### config.mk
export PLATFORM = sky130hd
export DESIGN_NAME = cmp_timer
export DESIGN_NICKNAME = d
export VERILOG_FILES = /design/src/rtl/cmp_timer_pkg.sv /design/src/rtl/cmp_tmr_tick.sv /design/src/rtl/cmp_tmr_chan.sv /design/src/rtl/cmp_timer.sv
export SDC_FILE = /design/constraint.sdc
export NUM_CORES = 1
export LEC_CHECK = 0
export BUFFER_PORTS_ARGS = -buffer_cell sky130_fd_sc_hd__clkbuf_2
export CORE_AREA = 4 4 101 84
export CTS_BUF_LIST = sky130_fd_sc_hd__clkbuf_8
export CTS_CLUSTER_SIZE = 20
export DETAILED_ROUTE_END_ITERATION = 8
export DIE_AREA = 0 0 105 88
export HOLD_SLACK_MARGIN = 0.03
export PLACE_DENSITY_LB_ADDON = 0.05
export SYNTH_ARGS = -nofsm -noshare
export SYNTH_HDL_FRONTEND = slang
export SYNTH_SLANG_ARGS = --single-unit
### constraint.sdc
create_clock -name clk -period 4.3 [get_ports clk]
set_input_delay 0.86 -clock clk [delete_from_list [all_inputs] [get_ports clk]]
set_output_delay 0.86 -clock clk [all_outputs]
set_load 0.01 [all_outputs]
### src/rtl/cmp_timer_pkg.sv
package cmp_timer_pkg;

    localparam int DW  = 8;
    localparam int CW  = 16;
    localparam int NCH = 2;
    localparam int AW  = 4;

    typedef enum logic [1:0] {
        SRC_DIV2 = 2'd0,
        SRC_DIV4 = 2'd1,
        SRC_DIV8 = 2'd2,
        SRC_EXT  = 2'd3
    } clk_src_e;

    // control byte: [6:5] pin levels, [4:3] pin enables, [2] irq enable, [1:0] source
    typedef struct packed {
        logic [NCH-1:0] lvl;
        logic [NCH-1:0] oe;
        logic           irq_en;
        clk_src_e       src;
    } ctrl_t;

    localparam int CTRL_W = $bits(ctrl_t);

    localparam logic [AW-1:0] A_CTRL = AW'(0);
    localparam logic [AW-1:0] A_STAT = AW'(1);
    localparam logic [AW-1:0] A_CNTH = AW'(2);
    localparam logic [AW-1:0] A_CNTL = AW'(3);
    localparam int            A_CH0  = 4;

    function automatic logic [AW-1:0] hi_addr(input int ch);
        return AW'(A_CH0 + 2 * ch);
    endfunction

    function automatic logic [AW-1:0] lo_addr(input int ch);
        return AW'(A_CH0 + 2 * ch + 1);
    endfunction

    // per-channel bus strobes decoded in the top
    typedef struct packed {
        logic          hi_wr;
        logic          lo_wr;
        logic          lo_acc;
        logic          stat_rd;
        logic [DW-1:0] data;
    } chan_bus_t;

endpackage

### src/rtl/cmp_tmr_tick.sv
module cmp_tmr_tick
    import cmp_timer_pkg::*;
(
    input  logic     clk,
    input  logic     rst,
    input  clk_src_e src,
    input  logic     ext_clk,
    output logic     tick
);

    localparam int DIVW  = 3;
    localparam int SYNCN = 3;

    logic [DIVW-1:0]  div_q;
    logic [SYNCN-1:0] sync_q;
    logic             ext_rise;

    always_ff @(posedge clk) begin
        if (rst) begin
            div_q  <= '0;
            sync_q <= '0;
        end else begin
            div_q  <= div_q + 1'b1;
            sync_q <= {sync_q[SYNCN-2:0], ext_clk};
        end
    end

    // sync_q[1] is the second synchronizer flop, sync_q[2] its delayed copy
    assign ext_rise = sync_q[1] & ~sync_q[2];

    always_comb begin
        case (src)
            SRC_DIV2: tick = div_q[0];
            SRC_DIV4: tick = &div_q[1:0];
            SRC_DIV8: tick = &div_q;
            default:  tick = ext_rise;
        endcase
    end

endmodule

### src/rtl/cmp_tmr_chan.sv
module cmp_tmr_chan
    import cmp_timer_pkg::*;
#(
    parameter int CNT_W  = CW,
    parameter int BYTE_W = DW
) (
    input  logic              clk,
    input  logic              rst,
    input  logic [CNT_W-1:0]  cnt,
    input  chan_bus_t         bus,
    input  logic              oe,
    input  logic              lvl,
    output logic [CNT_W-1:0]  cmp,
    output logic              flag,
    output logic              pin
);

    logic en_q;
    logic armed_q;
    logic match;

    assign match = en_q && (cnt == cmp);

    always_ff @(posedge clk) begin
        if (rst) begin
            cmp     <= '1;
            en_q    <= 1'b1;
            armed_q <= 1'b0;
            flag    <= 1'b0;
            pin     <= 1'b0;
        end else begin
            if (bus.hi_wr) begin
                cmp[CNT_W-1:BYTE_W] <= bus.data;
                en_q                <= 1'b0;
            end
            if (bus.lo_wr) begin
                cmp[BYTE_W-1:0] <= bus.data;
                en_q            <= 1'b1;
            end
            if (bus.stat_rd)
                armed_q <= flag;
            else if (bus.lo_acc)
                armed_q <= 1'b0;
            if (match)
                flag <= 1'b1;
            else if (bus.lo_acc && armed_q)
                flag <= 1'b0;
            if (match && oe)
                pin <= lvl;
        end
    end

    AST_MATCH_SETS_FLAG: assert property (@(posedge clk) disable iff (rst)
        match |=> flag);
    AST_PIN_ONLY_ON_MATCH: assert property (@(posedge clk) disable iff (rst)
        !(match && oe) |=> $stable(pin));
    AST_HI_WRITE_INHIBITS: assert property (@(posedge clk) disable iff (rst)
        !en_q |=> !$rose(flag));
    AST_CLEAR_NEEDS_ARM: assert property (@(posedge clk) disable iff (rst)
        $fell(flag) |-> $past(armed_q));
    AST_ARM_CANCEL: assert property (@(posedge clk) disable iff (rst)
        (bus.stat_rd && !flag) |=> !armed_q);

endmodule

### src/rtl/cmp_timer.sv
module cmp_timer
    import cmp_timer_pkg::*;
#(
    parameter int CNT_W  = CW,
    parameter int BYTE_W = DW,
    parameter int ADDR_W = AW
) (
    input  logic              clk,
    input  logic              rst,
    input  logic [ADDR_W-1:0] bus_addr,
    input  logic              bus_wr,
    input  logic              bus_rd,
    input  logic [BYTE_W-1:0] bus_wdata,
    output logic [BYTE_W-1:0] bus_rdata,
    input  logic              ext_clk,
    output logic [NCH-1:0]    cmp_pin,
    output logic              irq
);

    ctrl_t            ctrl_q;
    logic [CNT_W-1:0] cnt_q;
    logic             tick;
    logic [NCH-1:0]   flags;
    logic [CNT_W-1:0] cmp_v [NCH];

    cmp_tmr_tick u_tick (
        .clk     (clk),
        .rst     (rst),
        .src     (ctrl_q.src),
        .ext_clk (ext_clk),
        .tick    (tick)
    );

    always_ff @(posedge clk) begin
        if (rst) begin
            ctrl_q <= '0;
            cnt_q  <= '0;
        end else begin
            if (bus_wr && bus_addr == A_CTRL)
                ctrl_q <= ctrl_t'(bus_wdata[CTRL_W-1:0]);
            if (tick)
                cnt_q <= cnt_q + 1'b1;
        end
    end

    generate
        for (genvar c = 0; c < NCH; c++) begin : g_ch
            chan_bus_t cb;
            always_comb begin
                cb.hi_wr   = bus_wr && (bus_addr == ADDR_W'(hi_addr(c)));
                cb.lo_wr   = bus_wr && (bus_addr == ADDR_W'(lo_addr(c)));
                cb.lo_acc  = (bus_wr || bus_rd) && (bus_addr == ADDR_W'(lo_addr(c)));
                cb.stat_rd = bus_rd && (bus_addr == ADDR_W'(A_STAT));
                cb.data    = bus_wdata;
            end
            cmp_tmr_chan #(.CNT_W(CNT_W), .BYTE_W(BYTE_W)) u_ch (
                .clk  (clk),
                .rst  (rst),
                .cnt  (cnt_q),
                .bus  (cb),
                .oe   (ctrl_q.oe[c]),
                .lvl  (ctrl_q.lvl[c]),
                .cmp  (cmp_v[c]),
                .flag (flags[c]),
                .pin  (cmp_pin[c])
            );
        end
    endgenerate

    always_comb begin
        bus_rdata = '0;
        case (bus_addr)
            ADDR_W'(A_CTRL): bus_rdata[CTRL_W-1:0] = ctrl_q;
            ADDR_W'(A_STAT): bus_rdata[NCH-1:0]    = flags;
            ADDR_W'(A_CNTH): bus_rdata             = cnt_q[CNT_W-1:BYTE_W];
            ADDR_W'(A_CNTL): bus_rdata             = cnt_q[BYTE_W-1:0];
            default: ;
        endcase
        for (int c = 0; c < NCH; c++) begin
            if (bus_addr == ADDR_W'(hi_addr(c))) bus_rdata = cmp_v[c][CNT_W-1:BYTE_W];
            if (bus_addr == ADDR_W'(lo_addr(c))) bus_rdata = cmp_v[c][BYTE_W-1:0];
        end
    end

    assign irq = ctrl_q.irq_en && (|flags);

    AST_COUNT_STEP: assert property (@(posedge clk) disable iff (rst)
        tick |=> cnt_q == $past(cnt_q) + 1'b1);
    AST_COUNT_HOLD: assert property (@(posedge clk) disable iff (rst)
        !tick |=> $stable(cnt_q));

endmodule

# ---- After elaboration in Yosys (flattened, before gate mapping)
# Cells that the tools add are included.
dict set report classes {
  eq_ne 11
  reduce_logical 27
  n_bitwise 2
  mux 16
  add_sub_neg 2
}
# op n
set op_table {}
lappend op_table {{16-bit == test} 2}
lappend op_table {{8-bit two-way mux} 4}
lappend op_table {{16-bit by 1-bit adder with 16-bit output (second input constant)} 1}
lappend op_table {{4-bit by 3-bit == test with 1-bit output (second input constant)} 4}
lappend op_table {{1-bit logical AND} 15}
lappend op_table {{5-bit case mux with 3 select lines} 1}
lappend op_table {{4-bit by 2-bit == test with 1-bit output (second input constant)} 2}
lappend op_table {{1-bit two-way mux} 8}
lappend op_table {{2-bit case mux with 4 select lines} 1}
lappend op_table {{2-bit nonzero test} 4}
lappend op_table {{2-bit OR reduction} 3}
lappend op_table {{4-bit by 1-bit == test with 1-bit output (second input constant)} 1}
lappend op_table {{4-bit zero test} 1}
lappend op_table {{3-bit by 1-bit adder with 3-bit output (second input constant)} 1}
lappend op_table {{1-bit case mux with 3 select lines} 1}
lappend op_table {{3-bit AND reduction} 1}
lappend op_table {{2-bit by 1-bit == test with 1-bit output (second input constant)} 1}
lappend op_table {{2-bit == test (second input constant)} 1}
lappend op_table {{2-bit zero test} 1}
lappend op_table {{1-bit case mux with 2 select lines} 1}
lappend op_table {{2-bit AND reduction} 1}
lappend op_table {{1-bit AND} 1}
lappend op_table {{1-bit logical OR} 1}
lappend op_table {{1-bit inverter} 1}
dict set report totals {
  reg_bits 69
  word_cells 77
  out_inout_bits 11
}

# ---- Longest topological paths before layout
dict set report logic_depth {
  word_depth 6
  mapped_depth 8
  depth_no_buf 7
}

# ---- Modules after synthesis
# From an unflattened synthesis, not the netlist that was laid out.
dict set report unflattened {
  cells_unflattened 421
  hier_area_um2 3667.3
}
# module area_each_um2 seq_area_each_um2 cells_per_inst instances
set by_module_without_submodules {}
lappend by_module_without_submodules {cmp_tmr_chan 925.9 400.4 100 2}
lappend by_module_without_submodules {cmp_timer 1606.5 460.4 205 1}
lappend by_module_without_submodules {cmp_tmr_tick 209.0 120.1 16 1}

# ---- Worst setup path after synthesis
# Ideal clock, no wire load.
dict set report synth_timing {
  path_kind {input -> output}
  from {input port bus_addr[1]}
  to {output port bus_rdata[0]}
  n_path_buf 1
  stages 5
  required_time_ps 3440
  arrival_ps 2044
  setup_slack_ps 1396
  path_cell_list {clkbuf_1 > nor2b_1 > nor2b_1 > a222oi_1 > o21ai_0}
}
dict set report synth_via {
  elab_chain_cells 6
  elab_cells_between_ends 13
  classes_between {7 x eq/ne; 5 x mux; 1 x reduce/logical}
}
# element line_no
set synth_lines {}
lappend synth_lines {{start, declared} cmp_timer.sv:10} ;# input logic [ADDR_W-1:0] bus_addr,
lappend synth_lines {{4-bit by 2-bit == test with 1-bit output, or another cell as far along} cmp_timer.sv:72} ;# case (bus_addr)
lappend synth_lines {{2-bit case mux with 4 select lines} cmp_timer.sv:72}
lappend synth_lines {{8-bit two-way mux} cmp_timer.sv:80} ;# if (bus_addr == ADDR_W'(hi_addr(c))) bus_rdata = cmp_v[c][CNT_W-1:BYTE_W];
lappend synth_lines {{8-bit two-way mux} cmp_timer.sv:81} ;# if (bus_addr == ADDR_W'(lo_addr(c))) bus_rdata = cmp_v[c][BYTE_W-1:0];
lappend synth_lines {{8-bit two-way mux} cmp_timer.sv:80}
lappend synth_lines {{8-bit two-way mux *} cmp_timer.sv:81}
lappend synth_lines {{end, declared} cmp_timer.sv:14} ;# output logic [BYTE_W-1:0] bus_rdata,
# Every way passes the cells marked *; elsewhere a longest branch is shown, timed or not.

# ---- Final worst setup path
dict set report layout_timing {
  from {input port bus_addr[2]}
  to {output port bus_rdata[6]}
}
dict set report layout_via {
  elab_chain_cells 6
  elab_cells_between_ends 12
  classes_between {6 x eq/ne; 5 x mux; 1 x reduce/logical}
}
# element line_no
set layout_lines {}
lappend layout_lines {{4-bit by 2-bit == test with 1-bit output / 4-bit zero test (equally long branches)} cmp_timer.sv:72}
lappend layout_lines {{5-bit case mux with 3 select lines} cmp_timer.sv:72}
lappend layout_lines {{8-bit two-way mux} cmp_timer.sv:80}
lappend layout_lines {{8-bit two-way mux} cmp_timer.sv:81}
lappend layout_lines {{8-bit two-way mux} cmp_timer.sv:80}
lappend layout_lines {{8-bit two-way mux *} cmp_timer.sv:81}
# Marks and branches as above.

==> impl_metrics.ini <==
[clock_tree]
cts_root_buf = clkbuf_8
cts_tree = done
clock_sink_count = 69
clk_pin_slew_ns = 0.08
ctsLongestPathBuffers = 2
cts_setup_buffers = 0
cts_made_buffers = 9
postCtsResizedCells = 0
worst_skew_pair.late_latency_ns = 0.36
cts-hold-fix-buffers = 0
htree_levels = 3

[die]
floorplan.rows = 28
dieHeight_um = 88
dieArea_um2 = 9240
initial_core_util = 0.493
placeableCoreArea_um2 = 7360
die_width_um = 105
io-pin-count = 28

[yosys]
netlist_area_um2 = 3620
avgSynthCellArea_um2 = 8.00
synth_warnings = 0
synth-edff-count = 0
synth_area_leaders = dfxtp_1, nand2_1, nand3_1
ys_seq_area_frac = 0.381
synth.distinct_cells = 45
yosys.area.top_type = dfxtp_1
ys.flop_type = dfxtp_1
synth.ff_latch_count = 69
syn-num-nets = 473
fraction_of_registers_with_async_set_reset = 0
yosys.area.top_type_share = 0.381
synth_cells = 453

[route]
via_count = 3248
drt_first_iter_violations = 266
vias_per_cell = 5.82
detail-route-antenna-nets = 0
drt-total-wl_um = 10600
drcViolationCount = 0
detail_route.wl_per_cell_um = 19.0
drt-pass1-iter-count = 5

[worst_setup_path]
cp-end-kind = output port
setup.worst_path.class = in -> out
critical_path_peak_fanout = 17
worst-r2r-setup-slack_ns = 2.10
cp_slowest_cell = nor3_2
data_arrival_critical_path_ns = 2.46
timing.critical_path.cells = clkbuf_2 -> nand2b_1 -> nor3_2 -> a22oi_1 -> a21oi_1 -> a21o_1 -> clkbuf_2
path_buf_inv = 2
setup.worst_path.start_class = input port
worst_r2r_path_depth = 7
path_common_cell = clkbuf_2
path_delay_family = simple AND/OR/NAND/NOR gates
rr_endpoint = cnt_q[15]$_SDFFE_PP0P_
max_stage_delay_ns = 0.43
crit_start = bus_addr[2]
timing.critical_path.required_ns = 3.44
r2r-start = u_tick.div_q[0]$_SDFF_PP0_

[power_and_ir_drop]
power-per-cell-area_nw_per_um2 = 338
cellLeakagePower_nw = 1.63
irDropWorstVdd_mv = 0.262

[sta]
timing_worst_slew_pin_value_ns = 0.658
fin_skew_ns = 0.0152
fin_tns_setup_ns = 0
setup-violations-final = 0
final.min_clock_period_ns = 3.32
rsz0062_at_grt = false
timing_max_transition_violations_final = 0
max_slew_margin = 0.557
layout_worst_path_cycle_share = 0.773
finalHoldViolations = 0
max_freq_mhz = 301

[place]
gp_routability_congestion = 0.962
hpwlAfterDp_um = 7750
buffer_ports.inserted = 27

[grt]
grt_overflow = 0
global_route_wire_length_before_repair_um = 17100
grt_pass1_vias = 3047
antenna_found_initial = 0
track_usage = 0.245
grt_start_max_net_pins = 38

[worst_hold_path]
holdPathStages = 1
hold-path-endpoint = u_tick.sync_q[1]$_SDFF_PP0_
timing.hold.worst.start = u_tick.sync_q[0]$_SDFF_PP0_
worst_hold_path_type = reg -> reg

[cells_and_area]
antenna_cells_inserted = 0
area_growth_syn_to_layout_pct = 8.43
register_area_um2 = 1380
finish.utilization = 0.534
commonest_cells_after_routing_fill_and_taps_aside = nand2_1, dfxtp_1, nand3_1
final_common_cell = nand2_1
multi_input_comb_area_um2 = 2020
drive_above_1_share = 0.126
n_fill_cell = 746
num-nets-final = 483

[run]
cap_violations = 0

[outcome]
outcome = finished clean
-- final cells by class --
| class | instances | area share |
|---|---|---|
| Inverter | 17 | 0.0162 |
| Sequential cell | 69 | 0.352 |
| Clock inverter | 6 | 0.0162 |
| Clock buffer | 10 | 0.0350 |
| Timing Repair Buffer | 29 | 0.0382 |
| Tap cell | 90 | 0.0287 |
| Multi-Input combinational cell | 337 | 0.514 |
-- cell usage after synthesis (all sizes together), types with 3 or more instances --
cell type  number
a21o            5
a21oi          12
a222oi          4
a22o            6
a22oi           7
and2            4
and3            3
and4            3
buf            11
clkbuf         18
dfxtp          69
ha              3
inv            17
mux2            3
mux2i           9
nand2          81
nand2b          3
nand3          50
nand4           8
nor2           33
nor2b           8
nor3           10
nor4            9
o211ai          5
o21ai          15
o22ai           3
or3             3
xnor2          24
xor2           15
-- how the worst max path moves through the flow --
stage | end | slack, ns | cells past startpoint
after floorplan | bus_rdata[0] | 1.40 | 5
after global placement | bus_rdata[1] | 0.98 | 7
after detailed placement | bus_rdata[1] | 1.02 | 7
after CTS | bus_rdata[0] | 1.01 | 6
after global routing | bus_rdata[1] | 0.81 | 7
final | bus_rdata[6] | 0.98 | 7
-- metrics by stage --
step	hold WS, ns	cells	total power, mW	cell area (um2)	setup WS, ns
global route	0.464	558	1.38	3930	0.807
detailed placement	0.429	542	0.798	3730	1.02
finish	0.441	558	1.33	3930	0.975
floorplan	0.414	453	0.755	3620	1.40
CTS	0.448	558	1.34	3930	1.01
global placement	0.421	542	0.798	3730	0.978
-- cell families (layout without fill, tap and decap cells) --
kind of cell,after synthesis,in the layout,share of synthesized area
flops,69,69,0.381
simple gates,218,218,0.290
xor+xnor,39,39,0.0943
buf+inv,47,62,0.0615
fa+ha+maj,3,3,0.0104
compound gates,63,63,0.116
mux,14,14,0.0466
-- metal layers --
layer,GRT usage,share of wire
met4,0.0763,0.020
met5,0,0
met2,0.354,0.40
met1,0.363,0.50
met3,0.0553,0.072
-- power by group --
part           switching [mW]  internal, mW  total [mW]
combinational          0.0779        0.0429       0.121
sequential             0.0129         0.651       0.664
clock                   0.259         0.282       0.541
-- sequential cells by signal (all words and copies together), names as in the netlist --
name,count
g_ch.u_ch.cmp,32
cnt_q,16
ctrl_q,7
u_tick.div_q,3
u_tick.sync_q,3
g_ch.u_ch.armed_q,2
g_ch.u_ch.en_q,2
g_ch.u_ch.flag,2
g_ch.u_ch.pin,2
(Power assumes the default switching activity.)
